`config.mk`:
```
export PLATFORM = sky130hd
export DESIGN_NAME = isa_row_rx
export DESIGN_NICKNAME = d
export VERILOG_FILES = /design/src/rtl/isa_rx_pkg.sv /design/src/rtl/isa_rx_sync.sv /design/src/rtl/isa_rx_front.sv /design/src/rtl/isa_rx_ctrl.sv /design/src/rtl/isa_row_rx.sv
export SDC_FILE = /design/constraint.sdc
export NUM_CORES = 1
export LEC_CHECK = 0
export BUFFER_PORTS_ARGS = -buffer_cell sky130_fd_sc_hd__buf_4
export CAP_MARGIN = 20
export CORE_MARGIN = 3
export CORE_UTILIZATION = 55
export CTS_CLUSTER_SIZE = 25
export DETAILED_ROUTE_END_ITERATION = 10
export GPL_TIMING_DRIVEN = 0
export PLACE_DENSITY = 0.79
export SKIP_LAST_GASP = 1
export SLEW_MARGIN = 15
export SYNTH_ARGS = -nofsm -noshare
export SYNTH_HDL_FRONTEND = slang
export SYNTH_SLANG_ARGS = --single-unit
```
`constraint.sdc`:
```
create_clock -name clk_i -period 2.84 [get_ports clk_i]
set_input_delay 0.142 -clock clk_i [delete_from_list [all_inputs] [get_ports clk_i]]
set_output_delay 0.142 -clock clk_i [all_outputs]
set_load 0.02 [all_outputs]
```
`src/rtl/isa_rx_pkg.sv`:
```
package isa_rx_pkg;
  typedef enum logic [1:0] {
    ST_IDLE,
    ST_ROW,
    ST_FILL
  } rx_state_e;

  // bytes that may appear between row blocks
  function automatic logic is_ctrl_byte(input logic [7:0] b);
    return (b == 8'h8F) || (b == 8'h0F) || (b == 8'h07) ||
           (b == 8'h05) || (b == 8'h06);
  endfunction
endpackage

```
`src/rtl/isa_rx_sync.sv`:
```
module isa_rx_sync #(
  parameter int unsigned     W       = 1,
  parameter int unsigned     STAGES  = 2,
  parameter logic [W-1:0]    RST_VAL = '0
) (
  input  logic         clk_i,
  input  logic         rst_ni,
  input  logic [W-1:0] d_i,
  output logic [W-1:0] q_o
);
  logic [W-1:0] stg_q [STAGES];

  always_ff @(posedge clk_i or negedge rst_ni) begin
    if (!rst_ni) begin
      for (int i = 0; i < STAGES; i++) stg_q[i] <= RST_VAL;
    end else begin
      stg_q[0] <= d_i;
      for (int i = 1; i < STAGES; i++) stg_q[i] <= stg_q[i-1];
    end
  end

  assign q_o = stg_q[STAGES-1];
endmodule

```
`src/rtl/isa_rx_front.sv`:
```
module isa_rx_front #(
  parameter logic [7:0]  MATCH_PAT   = 8'hBC,
  parameter int unsigned SYNC_STAGES = 2
) (
  input  logic       clk_i,
  input  logic       rst_ni,
  input  logic [7:0] addr_i,
  input  logic [7:0] data_i,
  input  logic       iow_ni,
  input  logic       tc_i,
  output logic       byte_ev_o,
  output logic [7:0] byte_o,
  output logic       tc_ev_o
);
  localparam int unsigned SW = 18;
  localparam logic [SW-1:0] SYNC_RST = {8'h00, 8'h00, 1'b1, 1'b0};

  logic [SW-1:0] sync_q;
  logic [7:0]    addr_s, data_s;
  logic          iow_s, tc_s;
  logic          iow_q, tc_q;

  isa_rx_sync #(.W(SW), .STAGES(SYNC_STAGES), .RST_VAL(SYNC_RST)) u_sync (
    .clk_i (clk_i),
    .rst_ni(rst_ni),
    .d_i   ({addr_i, data_i, iow_ni, tc_i}),
    .q_o   (sync_q)
  );

  assign {addr_s, data_s, iow_s, tc_s} = sync_q;

  always_ff @(posedge clk_i or negedge rst_ni) begin
    if (!rst_ni) begin
      iow_q <= 1'b1;
      tc_q  <= 1'b0;
    end else begin
      iow_q <= iow_s;
      tc_q  <= tc_s;
    end
  end

  assign byte_ev_o = (addr_s == MATCH_PAT) && iow_q && !iow_s;
  assign byte_o    = data_s;
  assign tc_ev_o   = tc_s && !tc_q;

  assert_strobe_single_R2: assert property (@(posedge clk_i) disable iff (!rst_ni)
    byte_ev_o |=> !byte_ev_o);
  assert_tc_single_R6: assert property (@(posedge clk_i) disable iff (!rst_ni)
    tc_ev_o |=> !tc_ev_o);
endmodule

```
`src/rtl/isa_rx_ctrl.sv`:
```
module isa_rx_ctrl
  import isa_rx_pkg::*;
#(
  parameter int unsigned ROW_BYTES = 32,
  parameter int unsigned ROWS      = 48,
  localparam int unsigned DEPTH    = ROW_BYTES * ROWS,
  localparam int unsigned ADDR_W   = $clog2(DEPTH),
  localparam int unsigned ROW_W    = $clog2(ROWS),
  localparam int unsigned COL_W    = $clog2(ROW_BYTES + 1)
) (
  input  logic              clk_i,
  input  logic              rst_ni,
  input  logic              byte_ev_i,
  input  logic [7:0]        byte_i,
  input  logic              tc_ev_i,
  output logic              wr_en_o,
  output logic [ADDR_W-1:0] wr_addr_o,
  output logic [7:0]        wr_data_o,
  output logic [ROW_W-1:0]  row_o,
  output logic              frame_valid_o,
  output logic              err_o
);
  localparam logic [COL_W-1:0] COL_FULL = COL_W'(ROW_BYTES);
  localparam logic [COL_W-1:0] COL_LAST = COL_W'(ROW_BYTES - 1);
  localparam logic [ROW_W-1:0] ROW_LAST = ROW_W'(ROWS - 1);

  rx_state_e        state_q;
  logic [COL_W-1:0] col_q;
  logic [ROW_W-1:0] row_q;
  logic [ADDR_W-1:0] cur_addr;
  logic             last_row;

  assign cur_addr = ADDR_W'(row_q) * ADDR_W'(ROW_BYTES) + ADDR_W'(col_q);
  assign last_row = (row_q == ROW_LAST);

  always_ff @(posedge clk_i or negedge rst_ni) begin
    if (!rst_ni) begin
      state_q       <= ST_IDLE;
      col_q         <= '0;
      row_q         <= '0;
      wr_en_o       <= 1'b0;
      wr_addr_o     <= '0;
      wr_data_o     <= '0;
      frame_valid_o <= 1'b0;
      err_o         <= 1'b0;
    end else begin
      wr_en_o       <= 1'b0;
      frame_valid_o <= 1'b0;
      unique case (state_q)
        ST_IDLE: begin
          if (byte_ev_i && !is_ctrl_byte(byte_i)) begin
            wr_en_o   <= 1'b1;
            wr_addr_o <= cur_addr;
            wr_data_o <= byte_i;
            col_q     <= COL_W'(1);
            state_q   <= ST_ROW;
          end
        end
        ST_ROW: begin
          if (tc_ev_i) begin
            if (col_q == COL_FULL) begin
              col_q         <= '0;
              state_q       <= ST_IDLE;
              row_q         <= last_row ? '0 : row_q + 1'b1;
              frame_valid_o <= last_row;
            end else begin
              err_o   <= 1'b1;
              state_q <= ST_FILL;
            end
          end else if (byte_ev_i && col_q != COL_FULL) begin
            wr_en_o   <= 1'b1;
            wr_addr_o <= cur_addr;
            wr_data_o <= byte_i;
            col_q     <= col_q + 1'b1;
          end
        end
        ST_FILL: begin
          wr_en_o   <= 1'b1;
          wr_addr_o <= cur_addr;
          wr_data_o <= 8'h00;
          if (col_q == COL_LAST) begin
            col_q         <= '0;
            state_q       <= ST_IDLE;
            row_q         <= last_row ? '0 : row_q + 1'b1;
            frame_valid_o <= last_row;
          end else begin
            col_q <= col_q + 1'b1;
          end
        end
        default: state_q <= ST_IDLE;
      endcase
    end
  end

  assign row_o = row_q;

  assert_fv_pulse_R8: assert property (@(posedge clk_i) disable iff (!rst_ni)
    frame_valid_o |=> !frame_valid_o);
  assert_fv_wrap_R8: assert property (@(posedge clk_i) disable iff (!rst_ni)
    frame_valid_o |-> row_o == '0);
  assert_err_sticky_R7: assert property (@(posedge clk_i) disable iff (!rst_ni)
    err_o |=> err_o);
  assert_fill_zero_R7: assert property (@(posedge clk_i) disable iff (!rst_ni)
    (wr_en_o && $past(wr_en_o)) |-> wr_data_o == 8'h00);
  assert_addr_range_R4: assert property (@(posedge clk_i) disable iff (!rst_ni)
    wr_en_o |-> wr_addr_o < ADDR_W'(DEPTH));
  assert_row_range_R6: assert property (@(posedge clk_i) disable iff (!rst_ni)
    row_o <= ROW_LAST);
endmodule

```
`src/rtl/isa_row_rx.sv`:
```
module isa_row_rx #(
  parameter logic [7:0]  MATCH_PAT   = 8'hBC,
  parameter int unsigned SYNC_STAGES = 2,
  parameter int unsigned ROW_BYTES   = 32,
  parameter int unsigned ROWS        = 48,
  localparam int unsigned ADDR_W     = $clog2(ROW_BYTES * ROWS),
  localparam int unsigned ROW_W      = $clog2(ROWS)
) (
  input  logic              clk_i,
  input  logic              rst_ni,
  input  logic [7:0]        addr_i,
  input  logic [7:0]        data_i,
  input  logic              iow_ni,
  input  logic              tc_i,
  output logic              wr_en_o,
  output logic [ADDR_W-1:0] wr_addr_o,
  output logic [7:0]        wr_data_o,
  output logic [ROW_W-1:0]  row_o,
  output logic              frame_valid_o,
  output logic              err_o
);
  logic       byte_ev, tc_ev;
  logic [7:0] byte_d;

  isa_rx_front #(.MATCH_PAT(MATCH_PAT), .SYNC_STAGES(SYNC_STAGES)) u_front (
    .clk_i    (clk_i),
    .rst_ni   (rst_ni),
    .addr_i   (addr_i),
    .data_i   (data_i),
    .iow_ni   (iow_ni),
    .tc_i     (tc_i),
    .byte_ev_o(byte_ev),
    .byte_o   (byte_d),
    .tc_ev_o  (tc_ev)
  );

  isa_rx_ctrl #(.ROW_BYTES(ROW_BYTES), .ROWS(ROWS)) u_ctrl (
    .clk_i        (clk_i),
    .rst_ni       (rst_ni),
    .byte_ev_i    (byte_ev),
    .byte_i       (byte_d),
    .tc_ev_i      (tc_ev),
    .wr_en_o      (wr_en_o),
    .wr_addr_o    (wr_addr_o),
    .wr_data_o    (wr_data_o),
    .row_o        (row_o),
    .frame_valid_o(frame_valid_o),
    .err_o        (err_o)
  );
endmodule

```
==> impl_metrics.ini, run 1 <==
[route]
vias_per_cell = 5.358
drc = 0
num_vias = 2004
finalWirelength_microns = 5894
avgRoutedWirePerCell_microns = 15.76
dr.pass1.iters = 4
ant_nets = 0
drt_iter0_drc = 139

[run_status]
status = finished, final reports clean

[timing]
fmax_ghz = 0.4136
slew_violations = 0
tns_ps = 0
clock_skew_ps = 7.834
holdWs_ps = 347.5
fin_crit_ps = 2418
slew_headroom_pct = 41.77
finalSetupViolCount = 0
worst_slew_pin_slew_ps = 873.4
rsz0062_at_grt = no
post-route-period-util_pct = 85.13
hold_viol = 0

[critical_path]
r2r-end = u_ctrl.wr_data_o[3]
critPathMaxFanout = 10
crit_start = u_front.iow_q
r2r_slack_ps = 420
critPathLaunchType = register
endpoint_kind = register
reg2reg_from = u_front.iow_q
arrival_ps = 2650
required_ps = 3070
rr_worst_depth = 7
path_class = reg2reg

[placed_design]
io_buffers = 47
gp_congestion = 0.8953
dp_hpwl_microns = 3651

[synth]
synth_nets = 251
synth_adder_area_share_pct = 3.777
synth_compound_area_share_pct = 8.141
synth_seq_cells = 74
yosys_warnings = 0
synth_top_family_by_area = simple AND/OR/NAND/NOR gates
ys_types = 45
synth_ff_type = dfrtp_1
yosysSeqAreaShare_pct = 62.23
async_flop_share_pct = 100.0
post_synth_and_or_nand_nor_area_fraction_pct = 11.96
synth-xor-area-share_pct = 1.469
syn-cell-area_sq_mm = 0.002982
syn_inst = 222
synth.largest_area_cell = dfrtp_1
synth_edf_count = 0
synth_top_cell_area_share_pct = 59.59
muxShareOfSynthArea_pct = 9.358
yosys-top-cells-area = dfrtp_1 60%, mux2_4 4.5%, ha_1 3.8%
syn_avg_cell_area_sq_um = 13.43

[clock_network]
clk_latency_ps = 340
hold_buffers = 19
clock_sinks = 74
cts_tree = done
cts.clk_slew.worst_paths_ps = 80
cts.htree.levels = 3
postCtsSetupBuffers = 0
cts_buffers = 9
clockRootBuffer = clkbuf_8
post_cts_resize_count = 0
cts.path.max_buffers = 2

[die]
dieArea_sq_mm = 0.006341
num_rows = 26
die_width_microns = 79.63
die_h_microns = 79.63
ioPinCount = 48
start_util_pct = 57.64
core_region_area_sq_mm = 0.005172

[cells_and_area]
layout_common_cells = 71 x dfrtp_1, 47 x buf_4, 19 x dlygate4sd3_1
drive_gt1_share_pct = 26.64
nets = 328
diodes = 0
layout_commonest_cell = dfrtp_1
area_growth_pct = 29.33

[min_path]
min_path_cells = 0
hold_class = reg2reg
hold_start = u_front.u_sync.stg_q[33]
min_to = u_front.u_sync.q_o[15]

[grt]
grt_overflow_total = 0
first_global_vias = 2063
grt_usage_pct = 21.15
grt_pass1_wl_microns = 9991
grt_max_degree = 75
antenna_found_initial = 0

[pwr]
p_leak_nw = 1.875
power-per-cell-area_mw_per_mm2 = 709.3
ir_worst_vdd_mv = 0.4869

[job]
maxCapViolCount = 0
[report_power, final]
group	internal, W	total (W)	switching, W
Combinational	0.000255	0.000502	0.000247
Sequential	0.00117	0.00125	0.0000821
Clock	0.000610	0.000985	0.000375
Total	0.00203	0.00274	0.000704
[critical path, cell delays in order (launching register included)]
cell,delay (ps)
dfstp_2,520
and4bb_1,250
nand4_2,180
a221o_1,500
nand2b_1,200
buf_6,170
buf_6,170
mux2_4,310
[cell families (layout without fill, tap and decap cells)]
kind of cell,Yosys count,in the layout
AO/OA/AOI/OAI,34,34
XOR/XNOR,5,5
adder cells (fa/ha/maj),9,9
buffers and inverters,18,100
flip-flops,74,74
multiplexers,22,22
AND/OR/NAND/NOR,60,60
[how the worst max path moves through the flow]
stage,end,slack [ps],cells past startpoint
after detailed placement,u_ctrl.wr_data_o[5],450,7
after global placement,u_ctrl.wr_data_o[3],470,7
after floorplan,u_ctrl.wr_addr_o[8],730,7
after CTS,u_ctrl.wr_data_o[3],450,7
after global routing,u_ctrl.wr_data_o[3],370,7
final,u_ctrl.wr_data_o[3],420,7
[routing by layer]
layer	vias to the layer above	track usage, %	wire (microns)
met5	-	0	0
met4	0	8.247	97
met3	9	5.756	328
met2	67	35.81	3045
met1	991	25.64	2422
li1	937	-	-
[synthesized netlist by cell type (3+ instances only)]
library cell	number
a21oi_1	3
o21ai_1	3
xnor2_1	3
and3_1	4
ha_1	9
clkbuf_1	4
nor2_1	6
nor3b_1	3
o21ai_0	4
nor2b_1	11
mux2_1	10
dfrtp_1	71
o31ai_1	8
mux2_4	9
nand2_1	8
nand3_1	11
buf_6	3
dfstp_2	3
inv_1	10
[through the flow]
| step | power [W] | cell area [sq um] | std cells | utilization (%) | worst slack, ps |
|---|---|---|---|---|---|
| 2_1_floorplan | 0.001525 | 2982 | 222 | - | 730.4 |
| 3_3_place_gp | 0.001731 | 3422 | 339 | 66.16 | 473.2 |
| 3_5_place_dp | 0.001743 | 3422 | 339 | 66.16 | 454.9 |
| 4_1_cts | 0.002740 | 3856 | 374 | 74.55 | 445.6 |
| 5_1_grt | 0.002859 | 3856 | 374 | 74.55 | 369.5 |
| 6_report | 0.002735 | 3856 | 374 | 74.55 | 422.2 |
[state kept, by name (all words and copies together) (netlist names)]
name,cells
u_front.u_sync.q_o,18
u_ctrl.wr_addr_o,11
u_ctrl.row_o,6
u_ctrl.state_q,2
u_ctrl.col_q,6
u_ctrl.err_o,1
u_ctrl.wr_en_o,1
u_front.tc_q,1
u_ctrl.wr_data_o,8
u_front.u_sync.stg_q,18
u_ctrl.frame_valid_o,1
u_front.iow_q,1
[final cells by class]
type / count / area (sq um)
flip-flops and latches: 74 / 1856
fillers: 331 / 1316
multi-input cells: 130 / 1035
repair buffers: 66 / 543.0
clock buffers: 12 / 145.1
clock inverters: 4 / 98.84
well taps: 70 / 87.58
plain buffers: 8 / 53.80
inverters: 10 / 37.54
Note: power is estimated with default switching activity, not from simulation.
==> run 2: changes to the inputs <==
--- a/config.mk
+++ b/config.mk
@@ -9,10 +9,11 @@
 export CAP_MARGIN = 20
 export CORE_MARGIN = 3
 export CORE_UTILIZATION = 55
+export CTS_CLUSTER_DIAMETER = 40
 export CTS_CLUSTER_SIZE = 25
 export DETAILED_ROUTE_END_ITERATION = 10
 export GPL_TIMING_DRIVEN = 0
-export PLACE_DENSITY = 0.79
+export PLACE_DENSITY = 0.76
 export SKIP_LAST_GASP = 1
 export SLEW_MARGIN = 15
 export SYNTH_ARGS = -nofsm -noshare
==> constraint.sdc (replaced) <==
create_clock -name clk_i -period 2.84 [get_ports clk_i]
set_input_delay 0.284 -clock clk_i [delete_from_list [all_inputs] [get_ports clk_i]]
set_output_delay 0.284 -clock clk_i [all_outputs]
set_load 0.02 [all_outputs]
==> impl_metrics.ini, run 2 (synthesis results as in run 1) <==
[grt]
grt_overflow_total = 0
grt_max_degree = 75
grt_usage_pct = 18.17
grt_pass1_wl_microns = 8714
antenna_found_initial = 0
first_global_vias = 1816

[cells_and_area]
fillCellCount = 375
multi_input_area_sq_mm = 0.001035
fin_area_sq_mm = 0.003626
nets = 309
drive_gt1_share_pct = 28.77
layout_common_cells = 71 x dfrtp_1, 47 x buf_4, 11 x nor2b_1, 11 x nand3_1
regArea_sq_mm = 0.001856
fin_util_pct = 70.10
diodes = 0
area_growth_pct = 21.61
layout_commonest_cell = dfrtp_1

[critical_path]
path_class = reg2reg
endpoint_kind = register
required_ps = 3060
critPathLaunchType = register
arrival_ps = 2610
critPathMaxFanout = 10

[timing]
slew_violations = 0
worst_slew_pin_slew_ps = 877.1
post-route-period-util_pct = 84.16
hold_viol = 0
tns_ps = 0
fin_crit_ps = 2390
holdWs_ps = 47.42
clock_skew_ps = 7.569
fmax_ghz = 0.4184
rsz0062_at_grt = no
slew_headroom_pct = 41.53
finalSetupViolCount = 0

[route]
drc = 0
dr.pass1.iters = 4
ant_nets = 0
avgRoutedWirePerCell_microns = 14.15
drt_iter0_drc = 161
num_vias = 1867
finalWirelength_microns = 5023
vias_per_cell = 5.259

[clock_network]
cts_buffers = 9
clk_latency_ps = 340
hold_buffers = 0
cts.clk_slew.worst_paths_ps = 70
cts.path.max_buffers = 2
postCtsSetupBuffers = 0
cts_tree = done
post_cts_resize_count = 0
cts.htree.levels = 3
clockRootBuffer = clkbuf_8
clock_sinks = 74

[pwr]
ir_worst_vdd_mv = 0.6609
p_leak_nw = 1.771
power-per-cell-area_mw_per_mm2 = 697.0
power_w = 0.002527

[die]
dieArea_sq_mm = 0.006341
core_region_area_sq_mm = 0.005172
die_h_microns = 79.63
die_width_microns = 79.63
start_util_pct = 57.64
num_rows = 26
ioPinCount = 48

[job]
maxCapViolCount = 0

[run_status]
status = finished, final reports clean

[min_path]
hold_class = in2async

[placed_design]
dp_hpwl_microns = 3488
gp_congestion = 0.8650
place_area_sq_mm = 0.003422
io_buffers = 47
run 2: cell count changes in the layout (fill, tap and decap cells not counted):
cell / before / now
clkinvlp_4: 0 / 2
clkbuf_1: 6 / 5
inv_6: 0 / 1
dlygate4sd3_1: 19 / 0
bufinv_16: 3 / 1
run 2: final cells by class:
type | instances | area share (%)
buffer | 8 | 1.484
clock buffer | 11 | 3.899
clock inverter | 5 | 1.725
inverter | 10 | 1.035
multi-input combinational | 130 | 28.54
sequential | 74 | 51.17
tap | 70 | 2.415
timing repair buffer | 47 | 9.731
run 2: per-stage QoR:
stage	setup slack, ps	instances
after global routing	343.7	355
after detailed placement	452.7	339
after CTS	446.3	355
final	449.8	355
after floorplan	730.4	222
after global placement	497.5	339
run 2: final timing paths:
kind / start / to / slack, ps / cells past startpoint
max in group asynchronous: rst_ni / u_ctrl.frame_valid_o / 2200 / 1
worst max register to register: u_front.iow_q / u_ctrl.wr_data_o[2] / 450 / 7
worst max-delay path: u_front.iow_q / u_ctrl.wr_data_o[2] / 450 / 7
worst min-delay path: rst_ni / u_front.u_sync.q_o[17] / 50 / 1
min in group clk_i: data_i[3] / u_front.u_sync.stg_q[23] / 50 / 1
worst min register to register: u_front.u_sync.stg_q[26] / u_front.u_sync.q_o[8] / 350 / 0
run 2: worst max-delay path, cell delays in order (launching register included):
cell and delay [ps]:
dfstp_2 520, and4bb_1 230, nand4_2 190, a221o_1 510, nand2b_1 200, buf_6 160
buf_6 170, mux2_4 300
run 2: power by group:
group          internal [W]  switching [W]  total, W
registers           0.00117      0.0000820   0.00125
logic              0.000238       0.000231  0.000469
clock network      0.000434       0.000376  0.000811
run 2: routing by layer:
| metal | vias to the layer above | share of wire [%] | track usage, % |
|---|---|---|---|
| met1 | 900 | 48 | 26.25 |
| met4 | 0 | 1.4 | 6.873 |
| li1 | 903 | - | - |
| met5 | - | 0 | 0 |
| met3 | 6 | 6.2 | 5.192 |
| met2 | 58 | 44 | 26.04 |
